`config.mk`:
```
export PLATFORM = sky130hd
export DESIGN_NAME = adc_reg_spi_master
export DESIGN_NICKNAME = d
export VERILOG_FILES = /design/src/rtl/adc_reg_pkg.sv /design/src/rtl/adc_half_timer.sv /design/src/rtl/adc_frame_tx.sv /design/src/rtl/adc_rd_capture.sv /design/src/rtl/adc_reg_spi_master.sv
export SDC_FILE = /design/constraint.sdc
export NUM_CORES = 1
export LEC_CHECK = 0
export ABC_AREA = 1
export BUFFER_PORTS_ARGS = -buffer_cell sky130_fd_sc_hd__buf_2
export CAP_MARGIN = 40
export CORE_ASPECT_RATIO = 1.2
export CORE_MARGIN = 2
export CORE_UTILIZATION = 30
export CTS_BUF_LIST = sky130_fd_sc_hd__clkbuf_4 sky130_fd_sc_hd__clkbuf_8
export DETAILED_ROUTE_END_ITERATION = 7
export GPL_ROUTABILITY_DRIVEN = 0
export PLACE_DENSITY = 0.47
export REMOVE_ABC_BUFFERS = 1
export SETUP_SLACK_MARGIN = 0.1
export SLEW_MARGIN = 20
export SYNTH_ARGS = -nofsm -noshare
export SYNTH_HDL_FRONTEND = slang
export SYNTH_HIERARCHICAL = 1
export SYNTH_SLANG_ARGS = --single-unit
```
`constraint.sdc`:
```
create_clock -name clk_i -period 3.06 [get_ports clk_i]
set_clock_uncertainty 0.15 [all_clocks]
set_input_delay 0.153 -clock clk_i [delete_from_list [all_inputs] [get_ports clk_i]]
set_output_delay 0.153 -clock clk_i [all_outputs]
set_load 0.01 [all_outputs]
```
`src/rtl/adc_reg_pkg.sv`:
```
package adc_reg_pkg;
  localparam int FRAME_W = 16;
  localparam int ADDR_W  = 6;
  localparam int DATA_W  = 8;
  localparam int LAST_PH = 2 * FRAME_W;           // guard half period index
  localparam int PH_W    = $clog2(LAST_PH + 1);

  function automatic logic [FRAME_W-1:0] make_frame(input logic is_rd,
                                                    input logic [ADDR_W-1:0] addr,
                                                    input logic [DATA_W-1:0] val);
    logic [DATA_W-1:0] payload;
    payload = is_rd ? '0 : val;
    return {1'b0, is_rd, addr, payload};
  endfunction
endpackage

```
`src/rtl/adc_half_timer.sv`:
```
module adc_half_timer #(
  parameter int DIV_W   = 8,
  parameter int DEF_DIV = 20
) (
  input  logic                          clk_i,
  input  logic                          rst_ni,
  input  logic                          start_i,
  input  logic                          run_i,
  input  logic [DIV_W-1:0]              div_i,
  output logic                          tick_o,
  output logic [adc_reg_pkg::PH_W-1:0]  ph_o
);
  import adc_reg_pkg::*;

  logic [DIV_W-1:0] div_q, cnt_q, div_eff;

  assign div_eff = (div_i == '0) ? DIV_W'(DEF_DIV) : div_i;
  assign tick_o  = run_i && (cnt_q == '0);

  always_ff @(posedge clk_i or negedge rst_ni) begin
    if (!rst_ni) begin
      div_q <= '0;
      cnt_q <= '0;
      ph_o  <= '0;
    end else if (start_i) begin
      div_q <= div_eff;
      cnt_q <= div_eff - 1'b1;
      ph_o  <= '0;
    end else if (tick_o) begin
      cnt_q <= div_q - 1'b1;
      ph_o  <= ph_o + 1'b1;
    end else if (run_i) begin
      cnt_q <= cnt_q - 1'b1;
    end
  end
endmodule

```
`src/rtl/adc_frame_tx.sv`:
```
module adc_frame_tx (
  input  logic                               clk_i,
  input  logic                               rst_ni,
  input  logic                               start_i,
  input  logic [adc_reg_pkg::FRAME_W-1:0]    frame_i,
  input  logic                               tick_i,
  input  logic [adc_reg_pkg::PH_W-1:0]       ph_i,
  output logic                               cs_no,
  output logic                               sclk_o,
  output logic                               sdi_o
);
  import adc_reg_pkg::*;

  logic [FRAME_W-1:0] sh_q;

  assign sdi_o = sh_q[FRAME_W-1];

  always_ff @(posedge clk_i or negedge rst_ni) begin
    if (!rst_ni) begin
      sh_q   <= '0;
      cs_no  <= 1'b1;
      sclk_o <= 1'b1;
    end else if (start_i) begin
      sh_q   <= frame_i;
      cs_no  <= 1'b0;
      sclk_o <= 1'b1;
    end else if (tick_i) begin
      if (ph_i == PH_W'(LAST_PH)) begin
        cs_no  <= 1'b1;
        sclk_o <= 1'b1;
        sh_q   <= '0;
      end else if (!ph_i[0]) begin
        sclk_o <= 1'b0;                     // falling edge: launch next bit
        if (ph_i != '0) sh_q <= {sh_q[FRAME_W-2:0], 1'b0};
      end else begin
        sclk_o <= 1'b1;
      end
    end
  end
endmodule

```
`src/rtl/adc_rd_capture.sv`:
```
module adc_rd_capture (
  input  logic                              clk_i,
  input  logic                              rst_ni,
  input  logic                              tick_i,
  input  logic [adc_reg_pkg::PH_W-1:0]      ph_i,
  input  logic                              done_i,
  input  logic                              is_rd_i,
  input  logic                              dout_i,
  output logic [adc_reg_pkg::DATA_W-1:0]    rd_data_o,
  output logic                              rd_valid_o
);
  import adc_reg_pkg::*;

  logic [DATA_W-1:0] rx_q;

  always_ff @(posedge clk_i or negedge rst_ni) begin
    if (!rst_ni) begin
      rx_q       <= '0;
      rd_data_o  <= '0;
      rd_valid_o <= 1'b0;
    end else begin
      // rising edge ends each odd half period; last DATA_W samples are payload
      if (tick_i && ph_i[0]) rx_q <= {rx_q[DATA_W-2:0], dout_i};
      rd_valid_o <= done_i && is_rd_i;
      if (done_i && is_rd_i) rd_data_o <= rx_q;
    end
  end
endmodule

```
`src/rtl/adc_reg_spi_master.sv`:
```
module adc_reg_spi_master #(
  parameter int DIV_W   = 8,
  parameter int DEF_DIV = 20
) (
  input  logic             clk_i,
  input  logic             rst_ni,
  input  logic             wr_req_i,
  input  logic             rd_req_i,
  input  logic [15:0]      cmd_i,
  input  logic [DIV_W-1:0] div_i,
  output logic             busy_o,
  output logic             cs_no,
  output logic             sclk_o,
  output logic             sdi_o,
  input  logic             dout_a_i,
  output logic [7:0]       rd_data_o,
  output logic             rd_valid_o
);
  import adc_reg_pkg::*;

  logic            start, tick, done, is_rd_q, req_rd;
  logic [PH_W-1:0] ph;
  logic [FRAME_W-1:0] frame;

  assign start  = !busy_o && (wr_req_i || rd_req_i);
  assign req_rd = !wr_req_i;                          // write wins a tie
  assign done   = tick && (ph == PH_W'(LAST_PH));
  assign frame  = make_frame(req_rd, cmd_i[ADDR_W+DATA_W-1:DATA_W], cmd_i[DATA_W-1:0]);

  always_ff @(posedge clk_i or negedge rst_ni) begin
    if (!rst_ni) begin
      busy_o  <= 1'b0;
      is_rd_q <= 1'b0;
    end else if (start) begin
      busy_o  <= 1'b1;
      is_rd_q <= req_rd;
    end else if (done) begin
      busy_o  <= 1'b0;
    end
  end

  adc_half_timer #(.DIV_W(DIV_W), .DEF_DIV(DEF_DIV)) i_timer (
    .clk_i, .rst_ni, .start_i(start), .run_i(busy_o), .div_i,
    .tick_o(tick), .ph_o(ph)
  );

  adc_frame_tx i_tx (
    .clk_i, .rst_ni, .start_i(start), .frame_i(frame), .tick_i(tick), .ph_i(ph),
    .cs_no, .sclk_o, .sdi_o
  );

  adc_rd_capture i_rx (
    .clk_i, .rst_ni, .tick_i(tick), .ph_i(ph), .done_i(done), .is_rd_i(is_rd_q),
    .dout_i(dout_a_i), .rd_data_o, .rd_valid_o
  );
endmodule

```
==> impl_metrics.yaml, run 1 <==
sta:
  fmax_mhz: 442
  rsz0062_at_grt: "no"
  worstMarginPinSlew_ns: 0.733
  min_period_ns: 2.26
  finalSetupViolations: 0
  setup_tns_ns: 0
  hold_violations: 0
  slew_viol_final: 0
  fin_crit_sh_pct: 74.0
  fin_ws_ns: 0.797
  max_slew_margin_pct: 51.1
job:
  drv_cap: 0
global_routing:
  top_usage_layer: "met2"
  grt_pass1_vias: 2696
  use_met3_pct: 3.11
  grt_overflow: 0
  grt_max_degree: 31
  grt_use_total_pct: 13.8
  use_met2_pct: 22.0
  gr-usage-met1_pct: 18.5
  antenna_found_initial: 0
  grt_pass1_wl_mm: 13.1
placed_design:
  dp_cells: 588
  portBuffers: 39
  dp_slack_ns: 0.822
  hpwl_mm: 5.10
logic_synthesis:
  avgSynthCellArea_um2: 7.76
  synth_top_area_cell: "dfrtp_1"
  synth.yosys.seq_area_share_pct: 44.5
  synth_area_um2: 3320
  synthFlopType: "dfrtp_1"
  syn_inst: 428
  synthTopCellsByCount: "nand2_1 (154), nand3_1 (61), dfrtp_1 (57), inv_1 (33), nor2_1 (28)"
  synth_seq_cells: 59
  async_reset_ff_share_pct: 100
  synth_area_leaders: "dfrtp_1 (43%), nand2_1 (17%), nand3_1 (9.2%)"
  yosysMostFrequentCell: "nand2_1"
  yosys.area.top_type_share_pct: 42.9
  yosysWarnings: 6
  yosysUniqueCellTypes: 36
  synth_edf_count: 0
route:
  avgViaCountPerCell: 4.55
  wire_per_inst_um: 12.3
  drcViolationCount: 0
  vias: 2818
  drt_wl_total_mm: 7.63
  ant_nets: 0
  drtPass1Iterations: 4
  initialDrtViolationCount: 108
clocking:
  clkTransAtPathRegs_ns: 0.07
  cts_tree: "yes"
  cts_resized: 0
  cts_sinks: 59
  clk_latency_ns: 0.34
  h-tree-depth: 3
  postCtsHoldBufs: 16
  cts_buffer_depth: 2
  cts_setup_buffers: 0
  cts_buffers: 9
  cts-root-buf: "clkbuf_8"
final_layout:
  nFillCells: 1174
  finalCoreUtilization_pct: 36.4
  instances_no_fill: 620
  syn_to_final_growth_pct: 19.7
  insertedDiodeCount: 0
  drive_gt1_share_pct: 20.9
  final_nets: 514
floorplanning:
  fp.dieW_um: 100
  die_h_um: 119
  io_pins: 42
  die_area_um2: 11900
  num_rows: 42
  initial_core_util_pct: 30.4
  coreArea_um2: 10900
power:
  p_per_area_nw_per_um2: 666
  p_comb_share_pct: 27.5
  p_sw_share_pct: 34.8
  p_leak_nw: 2.17
  peakVddDrop_mv: 0.261
  pwr-share-seq_pct: 42.2
  power.switching_w: 0.000921
  finalPower_w: 0.00265
  clock_power_share_pct: 30.4
  p_int_w: 0.00173
hold_path:
  holdPathStages: 3
  hold_start: "div_i[6]"
  hold_class: "primary input to register"
  hold_end: "i_timer/div_q[6]"
worst_setup_path:
  r2r_slack_ns: 0.80
  r2r_end: "i_timer/cnt_q[6]"
  crit_arrival_ns: 2.34
  crit_required_ns: 3.14
  crit_fanout: 14
  reg2reg_from: "busy_o"
  path_class: "register to register"
  end_kind: "register"
  crit_path_start_kind: "register"
  r2r_cells: 13
run_status:
  outcome: "finished clean"
-- critical path: stages, from the launching register on --
cell      delay, ns
dfrtp_1        0.45
o21bai_4       0.21
inv_1          0.11
buf_4          0.20
nor2_1         0.07
a21oi_1        0.14
nand2_2        0.09
inv_1          0.06
ha_1           0.13
inv_1          0.05
nor2_2         0.23
nand4_1        0.11
nand3_1        0.10
nand2_1        0.05
-- cell usage in the layout (no fill, tap or decap), types with 3 or more instances in the layout --
| cell type | count |
|---|---|
| inv_2 | 7 |
| dfrtp_1 | 57 |
| nor2_2 | 6 |
| nand2_2 | 6 |
| nand3_2 | 6 |
| nor2_4 | 4 |
| nor2_1 | 28 |
| dlygate4sd3_1 | 16 |
| buf_4 | 4 |
| nand4_1 | 3 |
| nand3_1 | 61 |
| nand2_1 | 154 |
| buf_2 | 39 |
| o21ai_0 | 9 |
| inv_1 | 33 |
| clkbuf_8 | 9 |
| o21ai_1 | 4 |
| a21oi_1 | 9 |
-- worst max-delay path by stage --
stage / endpoint / start / slack (ns) / depth (start not counted)
after detailed placement: i_timer/cnt_q[6] / busy_o / 0.82 / 13
after global placement: i_timer/cnt_q[6] / busy_o / 0.84 / 13
final: i_timer/cnt_q[6] / busy_o / 0.80 / 13
after global routing: i_timer/cnt_q[6] / busy_o / 0.57 / 13
after floorplan: i_timer/cnt_q[6] / busy_o / 0.42 / 12
after CTS: i_timer/cnt_q[6] / busy_o / 0.80 / 13
-- power groups by stage --
stage | registers [W] | clock network [W] | logic, W
global placement | 0.00113 | 0 | 0.000705
detailed placement | 0.00113 | 0 | 0.000713
global route | 0.00114 | 0.000864 | 0.000844
floorplan | 0.00110 | 0 | 0.000564
finish | 0.00112 | 0.000804 | 0.000727
CTS | 0.00112 | 0.000834 | 0.000735
-- metrics by stage --
step	cell area [um^2]	hold slack, ns
after CTS	3980	0.0218
after global routing	3980	0.0569
after detailed placement	3600	0.112
after global placement	3600	0.106
after floorplan	3190	-0.293
final	3980	0.0295
-- logic make-up (layout without fill, tap and decap cells) --
family                     after synthesis  after routing  share of synthesized area (%)
adders and majority gates                2              2                          0.753
buffers and inverters                   56            116                           8.66
AOI/OAI and AO/OA                       33             33                           6.25
DFF                                     59             59                           44.5
other                                    1              1                          0.113
and+or+nand+nor                        277            277                           39.7
-- routing by layer --
metal	share of wire, %	vias to the layer above	wire (um)
met4	1.1	0	83
met3	3.2	7	244
met1	49	1291	3770
met5	0	-	0
li1	-	1471	-
met2	46	49	3530
-- cell type report --
class	count	area (um^2)	share of cell area, %
Tap cell	132	165	4.15
Timing Repair Buffer	60	405	10.2
Clock buffer	10	131	3.30
Inverter	40	150	3.77
Sequential cell	59	1480	37.2
Multi-Input combinational cell	313	1560	39.1
Clock inverter	6	90.1	2.26
-- registers in the layout (all words and copies together), names as in the netlist --
| signal | count |
|---|---|
| i_tx/sclk_o | 1 |
| i_tx/cs_no | 1 |
| i_rx/rx_q | 8 |
| i_timer/div_q | 8 |
| i_rx/rd_valid_o | 1 |
| i_tx/sh_q | 16 |
| i_rx/rd_data_o | 8 |
| busy_o | 1 |
| is_rd_q | 1 |
| i_timer/cnt_q | 8 |
| i_timer/ph_o | 6 |
No activity file was read; power rests on OpenSTA's default activity.
==> run 2, diff against run 1 <==
- ABC_AREA: 1 -> 0
- PLACE_DENSITY: 0.47 -> 0.49
- clock period: 3.06 -> 1.87 ns (I/O delays scaled with it)
==> run 2 against run 1 <==
  * The run now ends with hold timing, setup timing left
  * Clock-buffer cell count unchanged
  * First-iteration DRC count decreased by 64%
  * Synthesized area decreased by 10%
  * Wire length fell by 3.5%
==> impl_metrics.yaml, run 2 <==
sta:
  rsz0062_at_grt: "yes"
  fin_ws_ns: -0.208
  max_slew_margin_pct: 58.6
  min_period_ns: 2.08
  whs_ns: -0.0425
  hold_violations: 1
  slew_viol_final: 0
  fmax_mhz: 481
  worstMarginPinSlew_ns: 0.621
  finalSetupViolations: 39
  fin_crit_sh_pct: 111
global_routing:
  grt_overflow: 0
  grt_max_degree: 27
  grt_pass1_vias: 2473
  antenna_found_initial: 0
  grt_pass1_wl_mm: 12.2
  grt_use_total_pct: 14.9
logic_synthesis:
  synth_top_area_cell: "dfrtp_1"
  syn_inst: 252
  yosysMostFrequentCell: "dfrtp_1"
  yosysWarnings: 6
  synth.yosys.seq_area_share_pct: 49.7
  yosys.area.top_type_share_pct: 47.9
  synth_area_um2: 2980
  async_reset_ff_share_pct: 100
  synth_seq_cells: 59
  yosysUniqueCellTypes: 59
  synthTopCellsByCount: "dfrtp_1 (57), nor2_1 (24), and2_1 (23), mux2_2 (15), a221o_1 (10)"
  avgSynthCellArea_um2: 11.8
  synthFlopType: "dfrtp_1"
  synth_edf_count: 0
  synth_area_leaders: "dfrtp_1 (48%), mux2_2 (5.7%), and2_1 (4.8%)"
worst_setup_path:
  r2r_end: "i_rx/rd_data_o[0]"
  cp.depth: 6
  path_delay_family: "simple AND/OR/NAND/NOR gates"
  critPathLaunch: "i_timer/cnt_q[2]"
  path_cells: "nor4_4, and3_4, and4bb_1, and2_4, nand2_8, mux2_4"
  reg2reg_from: "i_timer/cnt_q[2]"
  crit_required_ns: 1.94
  path_buf_inv: 0
  crit_fanout: 7
  end_kind: "register"
  r2r_cells: 6
  path_class: "register to register"
  slowest_delay_ns: 0.41
  r2r_slack_ns: -0.21
  cp_slowest_cell: "dfrtp_1"
  crit_arrival_ns: 2.15
  crit_path_start_kind: "register"
final_layout:
  syn_to_final_growth_pct: 42.4
  largest_reg_flops: 16
  finalCoreUtilization_pct: 44.3
  final_cell_mix: "dfrtp_1 (57), buf_4 (44), buf_2 (39)"
  instances_no_fill: 493
  drive_gt1_share_pct: 48.6
  top_register: "i_tx/sh_q"
  final_nets: 396
  final_cell_area_um2: 4240
  insertedDiodeCount: 0
  final_common_cell: "dfrtp_1"
clocking:
  cts_sinks: 59
  clk_latency_ns: 0.34
  cts_tree: "yes"
  postCtsHoldBufs: 19
  cts_buffer_depth: 2
  h-tree-depth: 3
  cts-root-buf: "clkbuf_8"
  clkTransAtPathRegs_ns: 0.07
  cts_buffers: 9
floorplanning:
  fp.dieW_um: 94.9
  num_rows: 39
  io_pins: 42
  coreArea_um2: 9560
  die_h_um: 113
  die_area_um2: 10700
  initial_core_util_pct: 31.1
hold_path:
  hold_end: "i_timer/div_q[4]"
  holdPathStages: 3
  hold_class: "primary input to register"
  hold_start: "div_i[0]"
route:
  vias: 2358
  avgViaCountPerCell: 4.78
  initialDrtViolationCount: 39
  drt_wl_total_mm: 7.36
  ant_nets: 0
  drcViolationCount: 0
  wire_per_inst_um: 14.9
  drtPass1Iterations: 4
run_status:
  violations: "hold timing, setup timing"
  outcome: "complete, but fails checks"
power:
  peakVddDrop_mv: 0.436
  p_per_area_nw_per_um2: 1080
  p_leak_nw: 1.95
placed_design:
  hpwl_mm: 4.96
  portBuffers: 39
  place_area_um2: 3610
  dp_cells: 447
job:
  drv_cap: 0
[run 2: per-stage QoR]
step | setup TNS, ns | total power (W) | hold WS (ns) | setup WS, ns
after floorplan | -53.65 | 0.00263 | -0.352 | -1.68
after global placement | -6.89 | 0.00327 | 0.00377 | -0.252
after detailed placement | -8.23 | 0.00329 | 0.00207 | -0.293
after CTS | -5.02 | 0.00448 | -0.0423 | -0.209
after global routing | -9.43 | 0.00484 | -0.0258 | -0.315
final | -4.88 | 0.00457 | -0.0425 | -0.208
[run 2: report_power, final]
part	internal (W)	switching, W	total (W)
registers	0.00161	0.000264	0.00188
logic	0.000929	0.000748	0.00168
clock network	0.000483	0.000529	0.00101
total	0.00303	0.00154	0.00457
[run 2: layer usage]
metal,part of all wire [%],global-route usage [%],vias to the layer above,wire (um)
met4,1.7,6.09,0,123
li1,-,-,1144,-
met2,53,25.7,36,3870
met1,43,18.0,1168,3180
met3,2.6,2.93,10,193
met5,0,0,-,0
[run 2: how the worst max path moves through the flow]
stage | end | slack (ns)
finish | i_rx/rd_data_o[0] | -0.21
global route | i_rx/rd_data_o[0] | -0.32
CTS | i_rx/rd_data_o[0] | -0.21
detailed placement | i_tx/sh_q[1] | -0.29
global placement | i_tx/sh_q[12] | -0.25
floorplan | i_timer/cnt_q[5] | -1.68
[run 2: final cells by class]
class,count,area [um^2]
Timing Repair Buffer,112,846
Tap cell,123,154
Clock inverter,6,32.5
Sequential cell,59,1480
Clock buffer,10,131
Multi-Input combinational cell,179,1580
Fill cell,937,5330
Inverter,4,15.0
[run 2: cells by family (layout without fill, tap and decap cells)]
family          Yosys count  in the layout  synth area share [%]
simple gates             90             91                  18.5
xor+xnor                  8              8                  2.36
compound gates           52             52                  15.1
other cells               1              1                 0.126
flops                    59             59                  49.7
mux                      25             25                  10.4
fa+ha+maj                 2              2                 0.841
buf+inv                  15            132                  3.07
[run 2: worst min-delay path, stage by stage]
cell,delay (ns)
buf_2,0.13
o41ai_2,0.10
o21a_1,0.10
[run 2: timing repair]
| item | 4_1_cts | 5_1_grt |
|---|---|---|
| resized for setup | 31 | 12 |
| cloned | 1 | 0 |
| setup endpoints to repair | 46 | 50 |
| buffers inserted | 8 | 3 |
| hold endpoints to repair | 38 | 1 |
| pin swaps | 13 | 10 |
==> run 3, diff against run 2 <==
- CORE_MARGIN: 2 -> 1
==> run 3 against run 2 <==
  * The run ends with setup timing left
  * Wire length is 3.4% lower
  * Sequential power is essentially flat
  * Combinational power up 11%
  * Utilization grew 1.6 points
  * Die area is 3.8% lower
  * Clock power increased by 7%
  * First-iteration DRC count grew 140%
  * Fmax decreased by 2.9%
  * Flip-flop and latch count unchanged
  * Via count down 0.59%
  * Worst hold slack better by 0.060 ns
  * Design area up 3.7%
  * Critical path type unchanged
==> impl_metrics.yaml, run 3 (synthesized netlist as in run 2, its figures left out) <==
run_status:
  outcome: "complete, but fails checks"
  violations: "setup timing"
worst_setup_path:
  path_delay_family: "simple AND/OR/NAND/NOR gates"
  cp_common_cell: "a21oi_2"
  crit_arrival_ns: 2.24
  path_class: "register to register"
  crit_path_start_kind: "register"
  path_cells: "nor4_4, and3_4, a21oi_2, nor2_1, a21oi_2, ha_2, nor2b_4, a21o_1, a31oi_1"
  cp_slowest_cell: "dfrtp_1"
  end_kind: "register"
  crit_fanout: 7
  slowest_delay_ns: 0.41
  crit_required_ns: 1.97
  path_buf_inv: 0
final_layout:
  syn_to_final_growth_pct: 47.6
  drive_gt1_share_pct: 50.8
  final_nets: 402
  final_cell_mix: "dfrtp_1 (57), buf_4 (45), buf_2 (39)"
  nFillCells: 926
  top_register: "i_tx/sh_q"
  final_cell_area_um2: 4390
  final_common_cell: "dfrtp_1"
  largest_reg_flops: 16
  insertedDiodeCount: 0
  instances_no_fill: 499
floorplanning:
  fp.dieW_um: 92.9
  die_area_um2: 10300
  io_pins: 42
  coreArea_um2: 9560
  initial_core_util_pct: 31.1
  die_h_um: 111
  num_rows: 39
route:
  avgViaCountPerCell: 4.70
  vias: 2344
  drt_wl_total_mm: 7.11
  ant_nets: 0
  wire_per_inst_um: 14.3
  drcViolationCount: 0
  initialDrtViolationCount: 93
  drtPass1Iterations: 4
placed_design:
  portBuffers: 39
  dp_cells: 447
  hpwl_mm: 4.73
  place_area_um2: 3600
sta:
  fmax_mhz: 467
  rsz0062_at_grt: "yes"
  fin_crit_sh_pct: 114
  min_period_ns: 2.14
  hold_violations: 0
  fin_ws_ns: -0.270
  slew_viol_final: 0
  finalSetupViolations: 42
global_routing:
  grt_overflow: 0
  antenna_found_initial: 0
  grt_pass1_vias: 2513
  grt_pass1_wl_mm: 12.3
  grt_max_degree: 60
  grt_use_total_pct: 15.1
power:
  p_per_area_nw_per_um2: 1100
  p_leak_nw: 2.02
  peakVddDrop_mv: 0.484
clocking:
  cts_tree: "yes"
  cts-root-buf: "clkbuf_8"
  clk_latency_ns: 0.34
  clkTransAtPathRegs_ns: 0.07
  h-tree-depth: 3
  cts_sinks: 59
  cts_buffers: 9
  cts_buffer_depth: 2
hold_path:
  hold_class: "primary input to register"
job:
  drv_cap: 0
run 3: power breakdown:
group,internal (W),switching [W]
registers,0.00161,0.000266
clock network,0.000563,0.000522
logic,0.00105,0.000812
run 3: layout make-up:
type | count | area [um^2] | area share (%)
multi-input combinational | 179 | 1630 | 37.1
timing repair buffer | 118 | 930 | 21.2
sequential | 59 | 1480 | 33.7
clock inverter | 4 | 25.0 | 0.570
tap | 123 | 154 | 3.50
inverter | 4 | 15.0 | 0.342
clock buffer | 12 | 159 | 3.62
run 3: final timing paths:
| kind | slack, ns | cells past startpoint | endpoint | from |
|---|---|---|---|---|
| worst max-delay path | -0.27 | 9 | i_timer/cnt_q[6] | i_timer/cnt_q[5] |
| worst min-delay path | 0.02 | 4 | busy_o | rd_req_i |
| worst max register to register | -0.27 | 9 | i_timer/cnt_q[6] | i_timer/cnt_q[5] |
| worst min register to register | 0.34 | 1 | i_timer/div_q[4] | i_timer/div_q[4] |
| max in group asynchronous | 1.13 | 3 | i_tx/cs_no | rst_ni |
| min in group asynchronous | 0.15 | 3 | busy_o | rst_ni |
run 3: routing by layer:
metal / up-vias / wire length (um) / global-route usage [%]
met5: - / 0 / 0
met4: 0 / 104 / 5.23
met3: 11 / 201 / 3.09
met2: 37 / 3540 / 24.8
met1: 1133 / 3260 / 19.7
li1: 1163 / - / -
run 3: worst min-delay path, delay by kind of cell:
kind / cells / cell delay, ns
AOI/OAI and AO/OA: 1 / 0.12
buffers and inverters: 2 / 0.21
and+or+nand+nor: 1 / 0.03
run 3: metrics by stage:
step | utilization, % | setup TNS, ns | worst slack (ns) | hold WS, ns | power, W
6_report | 45.9 | -5.25 | -0.270 | 0.0178 | 0.00483
5_1_grt | 45.9 | -8.59 | -0.364 | 0.0312 | 0.00511
4_1_cts | 43.9 | -5.05 | -0.196 | 0.0139 | 0.00465
3_5_place_dp | 37.6 | -9.45 | -0.342 | -0.0160 | 0.00326
3_3_place_gp | 37.6 | -7.64 | -0.275 | -0.0178 | 0.00323
2_1_floorplan | - | -53.65 | -1.68 | -0.352 | 0.00263
run 3: what timing repair did:
action,CTS,global route
pin swaps,19,17
resized for setup,35,24
endpoints found under the hold margin,75,0
hold buffers,17,0
setup endpoints to repair,47,49
buffers inserted,10,8
gates cloned,1,0
